<file path="src/rtl/adc_seq_pkg.sv">
package adc_seq_pkg;

  localparam int RES_MAX = 18;

  typedef enum logic [1:0] {
    ST_SETTLE = 2'd0,
    ST_CONV   = 2'd1,
    ST_STBY   = 2'd2
  } seq_state_e;

  typedef struct packed {
    logic [1:0] gain;
    logic [1:0] rate;
    logic       oneshot;
  } seq_cfg_t;

  localparam seq_cfg_t CFG_DEFAULT = '{gain: 2'd0, rate: 2'd0, oneshot: 1'b0};

  // resolution in bits for a rate code: 12, 14, 16, 18
  function automatic logic [4:0] res_bits(input logic [1:0] rate);
    return 5'(12 + 2 * int'(rate));
  endfunction

  // sign-extend a right-aligned sample of the resolution picked by rate
  function automatic logic [RES_MAX-1:0] sext_res(input logic [RES_MAX-1:0] d,
                                                  input logic [1:0] rate);
    logic [RES_MAX-1:0] r;
    case (rate)
      2'd0:    r = {{6{d[11]}}, d[11:0]};
      2'd1:    r = {{4{d[13]}}, d[13:0]};
      2'd2:    r = {{2{d[15]}}, d[15:0]};
      default: r = d;
    endcase
    return r;
  endfunction

endpackage

</file>
<file path="src/rtl/adc_seq_cfg.sv">
module adc_seq_cfg
  import adc_seq_pkg::*;
(
  input  logic     clk,
  input  logic     rst_n,
  input  logic     soft_rst,
  input  logic     cfg_we,
  input  seq_cfg_t wr_cfg,
  output seq_cfg_t cfg_q,
  output logic     oneshot_eff
);

  seq_cfg_t cfg_d;

  always_comb begin
    cfg_d = cfg_q;
    if (soft_rst)    cfg_d = CFG_DEFAULT;
    else if (cfg_we) cfg_d = wr_cfg;
  end

  always_ff @(posedge clk or negedge rst_n) begin
    if (!rst_n) cfg_q <= CFG_DEFAULT;
    else if (soft_rst || cfg_we) cfg_q <= cfg_d;
  end

  // mode in force for decisions taken in this cycle
  assign oneshot_eff = cfg_we ? wr_cfg.oneshot : cfg_q.oneshot;

endmodule

</file>
<file path="src/rtl/adc_seq_timer.sv">
module adc_seq_timer #(
  parameter int PERIOD_BASE  = 4166,
  parameter int SETTLE_TICKS = 300,
  parameter int CAL_SHIFT    = 3,
  parameter int CNT_W        = 19
) (
  input  logic       clk,
  input  logic       rst_n,
  input  logic       soft_rst,
  input  logic       cnt_clr,
  input  logic       cnt_en,
  input  logic       in_settle,
  input  logic [1:0] rate,
  output logic       terminal,
  output logic       cnt_zero,
  output logic       in_cal
);

  localparam int NRATE = 4;

  logic [CNT_W-1:0] cnt_q, cnt_d, limit;
  logic [CNT_W-1:0] last_tab [NRATE];
  logic [CNT_W-1:0] cal_tab  [NRATE];

  generate
    for (genvar r = 0; r < NRATE; r++) begin : g_rate
      localparam int TICKS = PERIOD_BASE << (2 * r);
      assign last_tab[r] = CNT_W'(TICKS - 1);
      assign cal_tab[r]  = CNT_W'(TICKS >> CAL_SHIFT);
    end
  endgenerate

  assign limit    = in_settle ? CNT_W'(SETTLE_TICKS - 1) : last_tab[rate];
  assign terminal = (cnt_q == limit);
  assign cnt_zero = (cnt_q == '0);
  assign in_cal   = (cnt_q < cal_tab[rate]);

  always_comb begin
    if (cnt_clr) cnt_d = '0;
    else         cnt_d = cnt_q + CNT_W'(1);
  end

  always_ff @(posedge clk or negedge rst_n) begin
    if (!rst_n)                  cnt_q <= '0;
    else if (soft_rst)           cnt_q <= '0;
    else if (cnt_clr || cnt_en)  cnt_q <= cnt_d;
  end

endmodule

</file>
<file path="src/rtl/adc_seq_fsm.sv">
module adc_seq_fsm
  import adc_seq_pkg::*;
(
  input  logic       clk,
  input  logic       rst_n,
  input  logic       soft_rst,
  input  logic       cfg_we,
  input  logic       wr_start,
  input  logic       oneshot_eff,
  input  logic       terminal,
  output seq_state_e state_q,
  output logic       cnt_clr,
  output logic       cnt_en,
  output logic       conv_done
);

  seq_state_e state_d;
  logic       pend_q, pend_d;
  logic       start_eff, launch;

  assign start_eff = pend_q | (cfg_we & wr_start);
  assign launch    = ~oneshot_eff | start_eff;

  always_comb begin
    state_d   = state_q;
    pend_d    = 1'b0;
    cnt_clr   = 1'b0;
    conv_done = 1'b0;
    cnt_en    = (state_q != ST_STBY);
    case (state_q)
      ST_SETTLE: begin
        pend_d = start_eff;
        if (terminal) begin
          cnt_clr = 1'b1;
          pend_d  = 1'b0;
          state_d = launch ? ST_CONV : ST_STBY;
        end
      end
      ST_CONV: begin
        if (cfg_we) begin
          cnt_clr = 1'b1;
          state_d = launch ? ST_CONV : ST_STBY;
        end else if (terminal) begin
          conv_done = 1'b1;
          cnt_clr   = 1'b1;
          state_d   = oneshot_eff ? ST_STBY : ST_CONV;
        end
      end
      default: begin
        cnt_clr = 1'b1;
        if (cfg_we && launch) state_d = ST_CONV;
      end
    endcase
    if (soft_rst) begin
      state_d   = ST_SETTLE;
      pend_d    = 1'b0;
      conv_done = 1'b0;
    end
  end

  always_ff @(posedge clk or negedge rst_n) begin
    if (!rst_n) begin
      state_q <= ST_SETTLE;
      pend_q  <= 1'b0;
    end else begin
      state_q <= state_d;
      pend_q  <= pend_d;
    end
  end

endmodule

</file>
<file path="src/rtl/adc_seq_result.sv">
module adc_seq_result
  import adc_seq_pkg::*;
(
  input  logic               clk,
  input  logic               rst_n,
  input  logic               soft_rst,
  input  logic               conv_done,
  input  logic               clr_req,
  input  logic [1:0]         rate,
  input  logic [RES_MAX-1:0] mod_data,
  output logic               data_ready,
  output logic [RES_MAX-1:0] result,
  output logic [4:0]         result_bits
);

  logic ready_d;
  logic load;

  assign load = conv_done & ~soft_rst;

  always_comb begin
    ready_d = data_ready;
    if (soft_rst)       ready_d = 1'b0;
    else if (conv_done) ready_d = 1'b1;
    else if (clr_req)   ready_d = 1'b0;
  end

  always_ff @(posedge clk or negedge rst_n) begin
    if (!rst_n) data_ready <= 1'b0;
    else        data_ready <= ready_d;
  end

  always_ff @(posedge clk or negedge rst_n) begin
    if (!rst_n) begin
      result      <= '0;
      result_bits <= '0;
    end else if (soft_rst) begin
      result      <= '0;
      result_bits <= '0;
    end else if (load) begin
      result      <= sext_res(mod_data, rate);
      result_bits <= res_bits(rate);
    end
  end

endmodule

</file>
<file path="src/rtl/adc_conv_seq.sv">
module adc_conv_seq
  import adc_seq_pkg::*;
#(
  parameter int CLK_HZ    = 1_000_000,
  parameter int SETTLE_US = 300,
  parameter int CAL_SHIFT = 3
) (
  input  logic                clk,
  input  logic                rst_n,
  input  logic                pwr_good,
  input  logic                gc_reset,
  input  logic                cfg_we,
  input  logic [1:0]          cfg_gain,
  input  logic [1:0]          cfg_rate,
  input  logic                cfg_oneshot,
  input  logic                cfg_start,
  input  logic                rd_ack,
  input  logic [RES_MAX-1:0]  mod_data,
  output logic [1:0]          mod_gain,
  output logic [1:0]          mod_rate,
  output logic                mod_run,
  output logic                mod_start,
  output logic                cal_active,
  output logic                mod_standby,
  output logic                data_ready,
  output logic [RES_MAX-1:0]  result,
  output logic [4:0]          result_bits
);

  localparam int PERIOD_BASE  = CLK_HZ / 240;
  localparam int SETTLE_RAW   = (CLK_HZ / 1000) * SETTLE_US / 1000;
  localparam int SETTLE_TICKS = (SETTLE_RAW < 1) ? 1 : SETTLE_RAW;
  localparam int PERIOD_MAX   = PERIOD_BASE * 64;
  localparam int CNT_MAX      = (PERIOD_MAX > SETTLE_TICKS) ? PERIOD_MAX : SETTLE_TICKS;
  localparam int CNT_W        = $clog2(CNT_MAX + 1);

  logic       soft_rst;
  seq_cfg_t   wr_cfg, cfg_q;
  logic       oneshot_eff, oneshot_q;
  seq_state_e state_q;
  logic       cnt_clr, cnt_en, conv_done;
  logic       terminal, cnt_zero, in_cal;

  assign soft_rst  = ~pwr_good | gc_reset;
  assign wr_cfg    = '{gain: cfg_gain, rate: cfg_rate, oneshot: cfg_oneshot};
  assign oneshot_q = cfg_q.oneshot;

  adc_seq_cfg u_cfg (
    .clk         (clk),
    .rst_n       (rst_n),
    .soft_rst    (soft_rst),
    .cfg_we      (cfg_we),
    .wr_cfg      (wr_cfg),
    .cfg_q       (cfg_q),
    .oneshot_eff (oneshot_eff)
  );

  adc_seq_fsm u_fsm (
    .clk         (clk),
    .rst_n       (rst_n),
    .soft_rst    (soft_rst),
    .cfg_we      (cfg_we),
    .wr_start    (cfg_start),
    .oneshot_eff (oneshot_eff),
    .terminal    (terminal),
    .state_q     (state_q),
    .cnt_clr     (cnt_clr),
    .cnt_en      (cnt_en),
    .conv_done   (conv_done)
  );

  adc_seq_timer #(
    .PERIOD_BASE  (PERIOD_BASE),
    .SETTLE_TICKS (SETTLE_TICKS),
    .CAL_SHIFT    (CAL_SHIFT),
    .CNT_W        (CNT_W)
  ) u_timer (
    .clk       (clk),
    .rst_n     (rst_n),
    .soft_rst  (soft_rst),
    .cnt_clr   (cnt_clr),
    .cnt_en    (cnt_en),
    .in_settle (state_q == ST_SETTLE),
    .rate      (cfg_q.rate),
    .terminal  (terminal),
    .cnt_zero  (cnt_zero),
    .in_cal    (in_cal)
  );

  adc_seq_result u_result (
    .clk         (clk),
    .rst_n       (rst_n),
    .soft_rst    (soft_rst),
    .conv_done   (conv_done),
    .clr_req     (cfg_we | rd_ack),
    .rate        (cfg_q.rate),
    .mod_data    (mod_data),
    .data_ready  (data_ready),
    .result      (result),
    .result_bits (result_bits)
  );

  assign mod_gain    = cfg_q.gain;
  assign mod_rate    = cfg_q.rate;
  assign mod_run     = (state_q == ST_CONV);
  assign mod_start   = mod_run & cnt_zero;
  assign cal_active  = mod_run & in_cal;
  assign mod_standby = (state_q == ST_STBY);

endmodule

</file>
<file path="config.mk">
export PLATFORM = sky130hd
export DESIGN_NAME = adc_conv_seq
export DESIGN_NICKNAME = d
export VERILOG_FILES = /design/src/rtl/adc_seq_pkg.sv /design/src/rtl/adc_seq_cfg.sv /design/src/rtl/adc_seq_timer.sv /design/src/rtl/adc_seq_fsm.sv /design/src/rtl/adc_seq_result.sv /design/src/rtl/adc_conv_seq.sv
export SDC_FILE = /design/constraint.sdc
export NUM_CORES = 1
export LEC_CHECK = 0
export BUFFER_PORTS_ARGS = -buffer_cell sky130_fd_sc_hd__buf_2
export CAP_MARGIN = 20
export CORE_UTILIZATION = 54
export DETAILED_ROUTE_END_ITERATION = 12
export PLACE_DENSITY = 0.89
export SETUP_SLACK_MARGIN = 0.5
export SLEW_MARGIN = 15
export SYNTH_ARGS = -nofsm -noshare
export SYNTH_HDL_FRONTEND = slang
export SYNTH_SLANG_ARGS = --single-unit
</file>
<file path="constraint.sdc">
create_clock -name clk -period 3.36 [get_ports clk]
set_input_delay 0.672 -clock clk [delete_from_list [all_inputs] [get_ports clk]]
set_output_delay 0.672 -clock clk [all_outputs]
set_load 0.03 [all_outputs]
</file>
-- After elaboration in Yosys (flattened, before gate mapping)
Cells that the tools add are included.
- add/sub/neg operators: 2
- order comparisons: 2
- equal/unequal tests: 8
- muxes and demuxes: 38
- bitwise operators: 12
- reduce and logical (&&, ||, !) cells: 13
- operators by type and width (cell ; number):
    19-bit two-way mux ; 8
    19-bit binary-select mux with 2-bit select ; 2
    18-bit case mux with 3 select lines ; 1
    18-bit two-way mux ; 2
    5-bit two-way mux ; 4
    19-bit by 1-bit adder with 19-bit output, second input constant ; 1
    19-bit equality test ; 1
    19-bit logical NOT ; 1
    19-bit < comparator ; 1
    2-bit two-way mux ; 7
    1-bit two-way mux ; 12
    2-bit nonzero test ; 3
    4-bit by 3-bit adder with 5-bit output, first input constant ; 1
    1-bit bitwise AND ; 4
    2-bit by 1-bit equality test with 1-bit output, second input constant ; 2
    2-bit equality test, second input constant ; 2
    2-bit logical NOT ; 2
    4-bit by 2-bit inequality test with 1-bit output, second input constant ; 1
    1-bit bitwise OR ; 4
    2-bit case mux with 2 select lines ; 1
    4-bit nonzero test ; 1
    3-bit greater-or-equal comparator, second input constant ; 1
    3-bit inequality test, second input constant ; 1
    1-bit inverter ; 3
    8 further kinds ; 9
- bits in registers: 51
- input port bits: 30
- logic and storage cells: 84

-- Depth between registers and ports, before layout
Gate-level depths: netlist of run 1.
- depth after elaboration: 13
- gate-level depth with buffers: 10
- gate-level depth less buffers: 10

-- By module
A second synthesis of run 1 with hierarchy kept.
- cell total of the unflattened synthesis: 320
- area total of the unflattened synthesis: 3009.1 um^2
- by module, submodules not included (module ; times used ; cells an instance ; area an instance (um^2)):
    adc_seq_timer ; 1 ; 185 ; 1549.0
    adc_seq_result ; 1 ; 88 ; 975.9
    adc_seq_cfg ; 1 ; 16 ; 220.2
    adc_seq_fsm ; 1 ; 24 ; 217.7
    adc_conv_seq ; 1 ; 7 ; 46.3

-- Worst setup path before layout of run 1
Ideal clock, no wire load.
- kind: register to output
- from: reg u_fsm.state_q[1]
- to: out mod_start
- arrival: 2.038 ns
- data required time: 2.688 ns
- slack: 0.650 ns
- cell stages (with the launch flop): 5
- path through: dfrtp_1 buf_2 nand2b_1 or4_1 nor4_1
- word-level cells in the longest chain between the ends: 2
- ends and longest elaborated chain (element ; line ; RTL):
    start, declared ; adc_seq_fsm.sv:11 ; output seq_state_e state_q,
    start signal, assigned ; adc_seq_fsm.sv:66 ; state_q <= state_d;
    2-bit by 1-bit equality test with 1-bit output ; adc_conv_seq.sv:105 ; assign mod_run = (state_q == ST_CONV);
    1-bit bitwise AND ; adc_conv_seq.sv:106 ; assign mod_start = mod_run & cnt_zero;
    end, declared ; adc_conv_seq.sv:22 ; output logic mod_start,
No other way between the ends.

-- Worst setup path after layout of run 1
- from: reg, netlist name u_cfg.cfg_q[2]
- to: out cal_active
- word-level cells in the longest chain between the ends: 6
- ends and longest elaborated chain (element ; line ; RTL):
    2-bit inverter with 3-bit output (not written as such) ; adc_seq_timer.sv:36 ; assign in_cal = (cnt_q < cal_tab[rate]);
    19-bit binary-select mux with 2-bit select ; adc_seq_timer.sv:36 ;
    19-bit two-way mux (not written as such) (2 in a row) ; adc_seq_timer.sv:36 ;
    19-bit < comparator ; adc_seq_timer.sv:36 ;
    1-bit bitwise AND ; adc_conv_seq.sv:107 ; assign cal_active = mod_run & in_cal;
    end, declared ; adc_conv_seq.sv:23 ; output logic cal_active,
No other way between the ends. The select of a mux whose other input is x is not followed.

==> results.py, run 1 <==
metrics = {
    "logic_synthesis": {
        "yosysTopAreaCellShare_pct": 44.1,
        "ys_ff_latch": 49,
        "synth_top_area_cell": "dfrtp_1",
        "synth_nets": 330,
        "synth.distinct_cells": 42,
        "seq_area_frac_synth_pct": 44.1,
        "ys_warn_count": 0,
        "mappedNetlistArea_sq_um": 2780,
        "synth_cells": 284,
        "synth_area_per_cell_sq_um": 9.79,
        "synth.area.top_cells": "dfrtp_1 44%, ha_1 7.2%, a22o_1 5.7%",
    },
    "sta": {
        "rsz0062_at_grt": "yes",
        "slew-limit-headroom_pct": 59.8,
        "final_max_slew_viol_count": 0,
        "tightest_slew_ps": 604,
        "layout_min_cycle_time_ps": 2970,
        "hold_slack_ps": 355,
        "setup_viol": 0,
        "final_hold_viol_count": 0,
        "fin_crit_sh_pct": 88.5,
        "tns_ps": 0,
        "max_freq_ghz": 0.336,
        "setup_slack_ps": 388,
        "fin_worst_skew_ps": 9.45,
    },
    "routing": {
        "drtAntennaViolNets": 0,
        "totalWireLength_um": 7200,
        "wl_per_cell_um": 17.3,
        "dr_total_vias": 2469,
        "drc": 0,
        "avgViaCountPerCell": 5.94,
        "first_pass_iters": 5,
        "drt_iter0_markers": 224,
    },
    "power_and_ir_drop": {
        "power.internal_w": 0.000783,
        "p_comb_share_pct": 9.6,
        "switchingPower_w": 0.000271,
        "vdd_drop_max_v": 0.000214,
        "p_leak_nw": 1.69,
        "power-per-cell-area_nw_per_um2": 311,
        "clockPowerShare_pct": 33.6,
        "switching_share_pct": 25.7,
        "seq_power_share_pct": 56.8,
    },
    "clock_network": {
        "cts_buffers": 5,
        "cts_sinks": 49,
        "root_buffer": "clkbuf_8",
        "tritoncts": "yes",
        "clk_latency_ps": 320,
        "htreeDepth": 2,
        "cts_buffer_depth": 2,
        "path_clk_slew_ps": 90,
    },
    "floorplan": {
        "rows": 25,
        "die_x_um": 73.8,
        "core_area_sq_um": 4850,
        "fp.dieH_um": 73.8,
        "io_pins": 62,
        "die-area_sq_um": 5440,
        "start_util_pct": 57.3,
    },
    "critical_path": {
        "crit_path_max_incr_delay_ps": 480,
        "path_delay_family": "compound AO/OA/AOI/OAI gates",
        "worst_ep_required_time_ps": 2690,
        "start_kind": "register",
        "crit_chain": "inv_2 > ha_4 > inv_4 > ha_4 > o21ai_2 > nand2_1 > a211oi_2 > nand3_1 > a41oi_2 > a21o_1 > buf_6",
        "cp_common_cell": "ha_4",
        "path_class": "register to output pin",
        "worstPathArrival_ps": 2300,
        "worstReg2RegStart": "u_cfg.cfg_q[2]$_DFFE_PN0P_",
        "critPathMaxFanout": 5,
        "crit_buf_inv": 3,
        "r2r_end": "u_result.result[16]$_DFFE_PN0P_",
        "crit_cells": 11,
        "reg2reg_depth": 9,
        "crit_path_end_kind": "output pin",
        "cp_slowest_cell": "dfrtp_2",
        "reg2reg_setup_slack_ps": 680,
    },
    "global_route": {
        "grt_pass1_vias": 2234,
        "met2_usage_pct": 41.2,
        "grt_remaining_overflow": 0,
        "gr-usage-met1_pct": 36.2,
        "grt_pass1_wl_um": 10900,
        "global_route.usage.met3_pct": 4.39,
        "grt_antenna_before_repair": 0,
        "grt_use_total_pct": 26.9,
        "top_usage_layer": "met2",
        "grt_max_degree": 50,
    },
    "place": {
        "post-place-ws_ps": 407,
        "dp.cells": 393,
        "io_buffer_count": 60,
        "post-dp-hpwl_um": 4480,
        "place_congestion": 0.860,
    },
    "final_layout": {
        "final_cell_count_no_fill": 416,
        "final_common_cell": "buf_2",
        "nets": 394,
        "drive_gt1_share_pct": 31.8,
        "syn_to_final_growth_pct": 21.9,
        "fillers": 331,
        "final_cell_mix": "58 x buf_2, 45 x dfrtp_1, 35 x nor2_1",
        "insertedDiodeCount": 0,
    },
    "run": {
        "max-cap-violations": 0,
    },
    "status": {
        "status": "complete, no violations",
    },
    "worst_hold_path": {
        "hold_class": "input port to async pin",
    },
}
-- worst register-to-register path, stage by stage, from the launching register on --
cell and delay, ps:
dfrtp_2 480, ha_4 190, buf_4 160, or3_1 370, a221oi_1 340, a21oi_1 150, nor4_4 310, a21oi_1 110
buf_4 220, a22o_1 250
-- layout make-up --
type / count / area [sq um] / area share, %
Tap cell: 67 / 83.8 / 2.47
Inverter: 13 / 53.8 / 1.59
Timing Repair Buffer: 77 / 440 / 13.0
Multi-Input combinational cell: 202 / 1490 / 44.1
Sequential cell: 49 / 1230 / 36.3
Clock inverter: 2 / 13.8 / 0.406
Clock buffer: 6 / 72.6 / 2.14
-- flip-flops by register name (all words and copies together) (netlist names) --
register              count
u_timer.cnt_q            19
u_result.result          18
u_cfg.cfg_q               5
u_result.result_bits      3
u_fsm.state_q             2
u_fsm.pend_q              1
u_result.data_ready       1
-- how the worst max path moves through the flow --
stage                                 start         end
3_5_place_dp     u_cfg.cfg_q[1]$_DFFE_PN0P_  cal_active
4_1_cts          u_cfg.cfg_q[2]$_DFFE_PN0P_  cal_active
2_1_floorplan  u_fsm.state_q[1]$_DFFE_PN0P_   mod_start
5_1_grt          u_cfg.cfg_q[2]$_DFFE_PN0P_  cal_active
3_3_place_gp     u_cfg.cfg_q[1]$_DFFE_PN0P_  cal_active
6_report         u_cfg.cfg_q[2]$_DFFE_PN0P_  cal_active
-- routing by layer --
layer  share of wire (%)  wire [um]
met2                  49       3560
met5                   0          0
met4                 2.5        178
met1                  42       3040
met3                 5.9        424
-- stage by stage --
step	area, sq um	power, W	utilization [%]
floorplan	2780	0.000657	-
global route	3390	0.00108	69.9
global placement	3060	0.000692	63.2
CTS	3320	0.00105	68.5
finish	3390	0.00105	69.9
detailed placement	3060	0.000694	63.2
-- cell families (layout without fill, tap and decap cells) --
kind of cell	count (synthesis)	in the layout	synth area share, %
adder cells (fa/ha/maj)	16	16	7.20
multiplexers	10	10	3.60
XOR/XNOR	18	18	5.67
AO/OA/AOI/OAI	56	56	14.1
flip-flops	49	49	44.1
other	1	1	0.135
AND/OR/NAND/NOR	101	101	19.2
buffers and inverters	33	98	5.94
-- cell usage after synthesis, drive strengths merged --
| cell | instances |
|---|---|
| dfrtp | 49 |
| nor2 | 36 |
| a22o | 18 |
| ha | 16 |
| nand2 | 14 |
| a21oi | 13 |
| inv | 13 |
| buf | 12 |
| nand3 | 12 |
| xor2 | 11 |
| mux2i | 10 |
| o21ai | 9 |
| clkbuf | 8 |
| xnor2 | 7 |
| nand4 | 6 |
| a21o | 5 |
| and3 | 5 |
| nand2b | 4 |
| nor2b | 4 |
| nor3 | 3 |
| nor4 | 3 |
| nor4b | 3 |
| o2bb2ai | 3 |
| or3 | 3 |
| a211oi | 2 |
| and4 | 2 |
| o21bai | 2 |
| or2 | 2 |
| or4 | 2 |
| a21boi | 1 |
| a221oi | 1 |
| a31oi | 1 |
| a41oi | 1 |
| conb | 1 |
| nand3b | 1 |
| or3b | 1 |
-- power groups by stage --
stage / clock (W) / sequential, W / combinational (W)
6_report: 0.000354 / 0.000598 / 0.000101
5_1_grt: 0.000373 / 0.000599 / 0.000112
4_1_cts: 0.000355 / 0.000598 / 0.0000940
3_5_place_dp: 0 / 0.000609 / 0.0000853
3_3_place_gp: 0 / 0.000609 / 0.0000829
2_1_floorplan: 0 / 0.000608 / 0.0000491
-- timing repair --
item                       in CTS  in global routing
resized for setup              25                  7
hold buffers                    0                  0
setup endpoints to repair       1                 36
buffers inserted               10                  5
gates cloned                    0                  0
pin swaps                       5                  7
(Power assumes the default switching activity.)
==> run 2: changes to the inputs <==
--- a/config.mk
+++ b/config.mk
@@ -7,9 +7,9 @@
 export LEC_CHECK = 0
 export BUFFER_PORTS_ARGS = -buffer_cell sky130_fd_sc_hd__buf_2
 export CAP_MARGIN = 20
-export CORE_UTILIZATION = 54
+export CORE_UTILIZATION = 30
 export DETAILED_ROUTE_END_ITERATION = 12
-export PLACE_DENSITY = 0.89
+export PLACE_DENSITY = 0.58
 export SETUP_SLACK_MARGIN = 0.5
 export SLEW_MARGIN = 15
 export SYNTH_ARGS = -nofsm -noshare
==> run 2 against run 1 <==
Register-to-register slack about the same. Maximum frequency increased by 2.2%. Critical endpoint unchanged. Critical path depth unchanged. The flow now finishes with violations (DRC). Sequential share of layout area fell by 1.0 points. Worst hold slack better by 50 ps. Sequential cell count did not move. Critical path type unchanged. Die area increased by 78%. Utilization down 31 points. Largest power group unchanged. Non-clock buffer count increased by 1.
==> results.py, run 2 (synthesis gave the netlist of run 1 again) <==
metrics = {
    "final_layout": {
        "final_common_cell": "buf_2",
        "regMostFlops": "u_timer.cnt_q",
        "drive_gt1_share_pct": 32.6,
        "insertedDiodeCount": 0,
        "reg_top3": "u_timer.cnt_q x19, u_result.result x18, u_cfg.cfg_q x5",
        "regArea_sq_um": 1230,
        "nets": 395,
        "largest_reg_flops": 19,
        "syn_to_final_growth_pct": 25.4,
        "multi_input_area_sq_um": 1500,
        "final_cell_mix": "59 x buf_2, 45 x dfrtp_1, 35 x nor2_1",
        "fillers": 872,
    },
    "floorplan": {
        "die_x_um": 98.3,
        "start_util_pct": 31.4,
        "die-area_sq_um": 9660,
        "io_pins": 62,
        "rows": 34,
        "fp.dieH_um": 98.3,
        "core_area_sq_um": 8850,
    },
    "clock_network": {
        "clk_latency_ps": 300,
        "hold_buffers": 0,
        "cts_sinks": 49,
        "cts_buffers": 5,
        "root_buffer": "clkbuf_8",
        "cts_buffer_depth": 2,
        "htreeDepth": 2,
        "tritoncts": "yes",
        "path_clk_slew_ps": 90,
    },
    "critical_path": {
        "path_class": "register to output pin",
        "worst_ep_required_time_ps": 2690,
        "crit_path_max_incr_delay_ps": 470,
        "worstPathArrival_ps": 2240,
        "critPathMaxFanout": 5,
        "crit_chain": "buf_6 > ha_4 > inv_4 > ha_4 > o21ai_2 > nand2_1 > a211oi_2 > nand3_1 > a41oi_2 > a21o_1 > buf_6",
        "cp_slowest_cell": "dfrtp_2",
        "crit_path_end_kind": "output pin",
        "start_kind": "register",
    },
    "routing": {
        "first_pass_iters": 8,
        "drt_iter0_markers": 137,
        "avgViaCountPerCell": 5.14,
        "totalWireLength_um": 7150,
        "drtAntennaViolNets": 0,
        "dr_total_vias": 2354,
        "drc": 3,
        "wl_per_cell_um": 15.6,
    },
    "sta": {
        "fin_crit_sh_pct": 86.6,
        "slew-limit-headroom_pct": 54.2,
        "tns_ps": 0,
        "tightest_slew_ps": 687,
        "max_freq_ghz": 0.344,
        "final_hold_viol_count": 0,
        "rsz0062_at_grt": "yes",
        "setup_viol": 0,
        "fin_worst_skew_ps": 4.85,
        "layout_min_cycle_time_ps": 2910,
        "final_max_slew_viol_count": 0,
        "setup_slack_ps": 451,
    },
    "global_route": {
        "grt_use_total_pct": 15.7,
        "grt_antenna_before_repair": 0,
        "grt_pass1_vias": 2464,
        "grt_pass1_wl_um": 12100,
        "grt_remaining_overflow": 0,
        "grt_max_degree": 30,
    },
    "power_and_ir_drop": {
        "vdd_drop_max_v": 0.000159,
        "p_leak_nw": 1.71,
        "power-per-cell-area_nw_per_um2": 328,
    },
    "status": {
        "violations": "DRC",
        "status": "complete, but fails checks",
    },
    "place": {
        "io_buffer_count": 60,
        "post-dp-hpwl_um": 5010,
        "post-place-ws_ps": 351,
        "place_congestion": 0.856,
    },
    "worst_hold_path": {
        "hold_class": "input port to async pin",
    },
    "run": {
        "max-cap-violations": 0,
    },
}
-- run 2: power breakdown --
group / switching [W] / leakage (nW) / internal [W]
Combinational: 0.0000598 / 0.977 / 0.0000419
Sequential: 0.00000579 / 0.676 / 0.000593
Clock: 0.000201 / 0.0574 / 0.000242
Total: 0.000266 / 1.71 / 0.000877
-- run 2: metrics by stage --
stage / instances / total power (W) / instance area [sq um] / utilization [%] / hold slack (ps)
finish: 458 / 0.00114 / 3490 / 39.4 / 405
global route: 458 / 0.00120 / 3490 / 39.4 / 444
CTS: 455 / 0.00116 / 3450 / 39.0 / 431
detailed placement: 435 / 0.000699 / 3120 / 35.3 / 478
global placement: 435 / 0.000697 / 3120 / 35.3 / 473
floorplan: 284 / 0.000657 / 2780 / - / 376
-- run 2: final cells by class --
class | instances | area share [%]
inverter | 13 | 1.69
tap | 108 | 3.88
clock inverter | 2 | 1.08
timing repair buffer | 78 | 12.8
clock buffer | 6 | 2.37
multi-input combinational | 202 | 42.9
sequential | 49 | 35.3
-- run 2: worst paths after layout --
path / to / cells after the start / startpoint / slack [ps]
worst max-delay path: cal_active / 11 / u_cfg.cfg_q[1]$_DFFE_PN0P_ / 450
worst min-delay path: u_cfg.cfg_q[0]$_DFFE_PN0P_ / 1 / rst_n / 400
worst max register to register: u_result.result[17]$_DFFE_PN0P_ / 9 / u_cfg.cfg_q[2]$_DFFE_PN0P_ / 680
worst min register to register: u_result.result[13]$_DFFE_PN0P_ / 1 / u_result.result[13]$_DFFE_PN0P_ / 500
max in group asynchronous: u_cfg.cfg_q[1]$_DFFE_PN0P_ / 2 / rst_n / 2200
min in group clk: u_result.result[13]$_DFFE_PN0P_ / 1 / u_result.result[13]$_DFFE_PN0P_ / 500
-- run 2: what timing repair did --
action                     CTS  global route
pin swaps                    9             5
setup endpoints to repair   16            19
hold endpoints to repair     0             0
resized for setup           30             5
buffers inserted            12             3
-- run 2: metal layers --
metal	GRT usage [%]	up-vias	wire length, um
met5	0	-	0
met4	5.74	0	127
met3	2.43	10	287
met2	26.3	58	3500
met1	20.5	1169	3230
li1	-	1117	-
-- run 2: worst max-delay path, delay by kind of cell (launching register included) --
kind,cells,cell delay (ps)
AO/OA/AOI/OAI,4,660
buffers and inverters,3,310
flip-flops,1,470
AND/OR/NAND/NOR,2,200
adder cells (fa/ha/maj),2,300
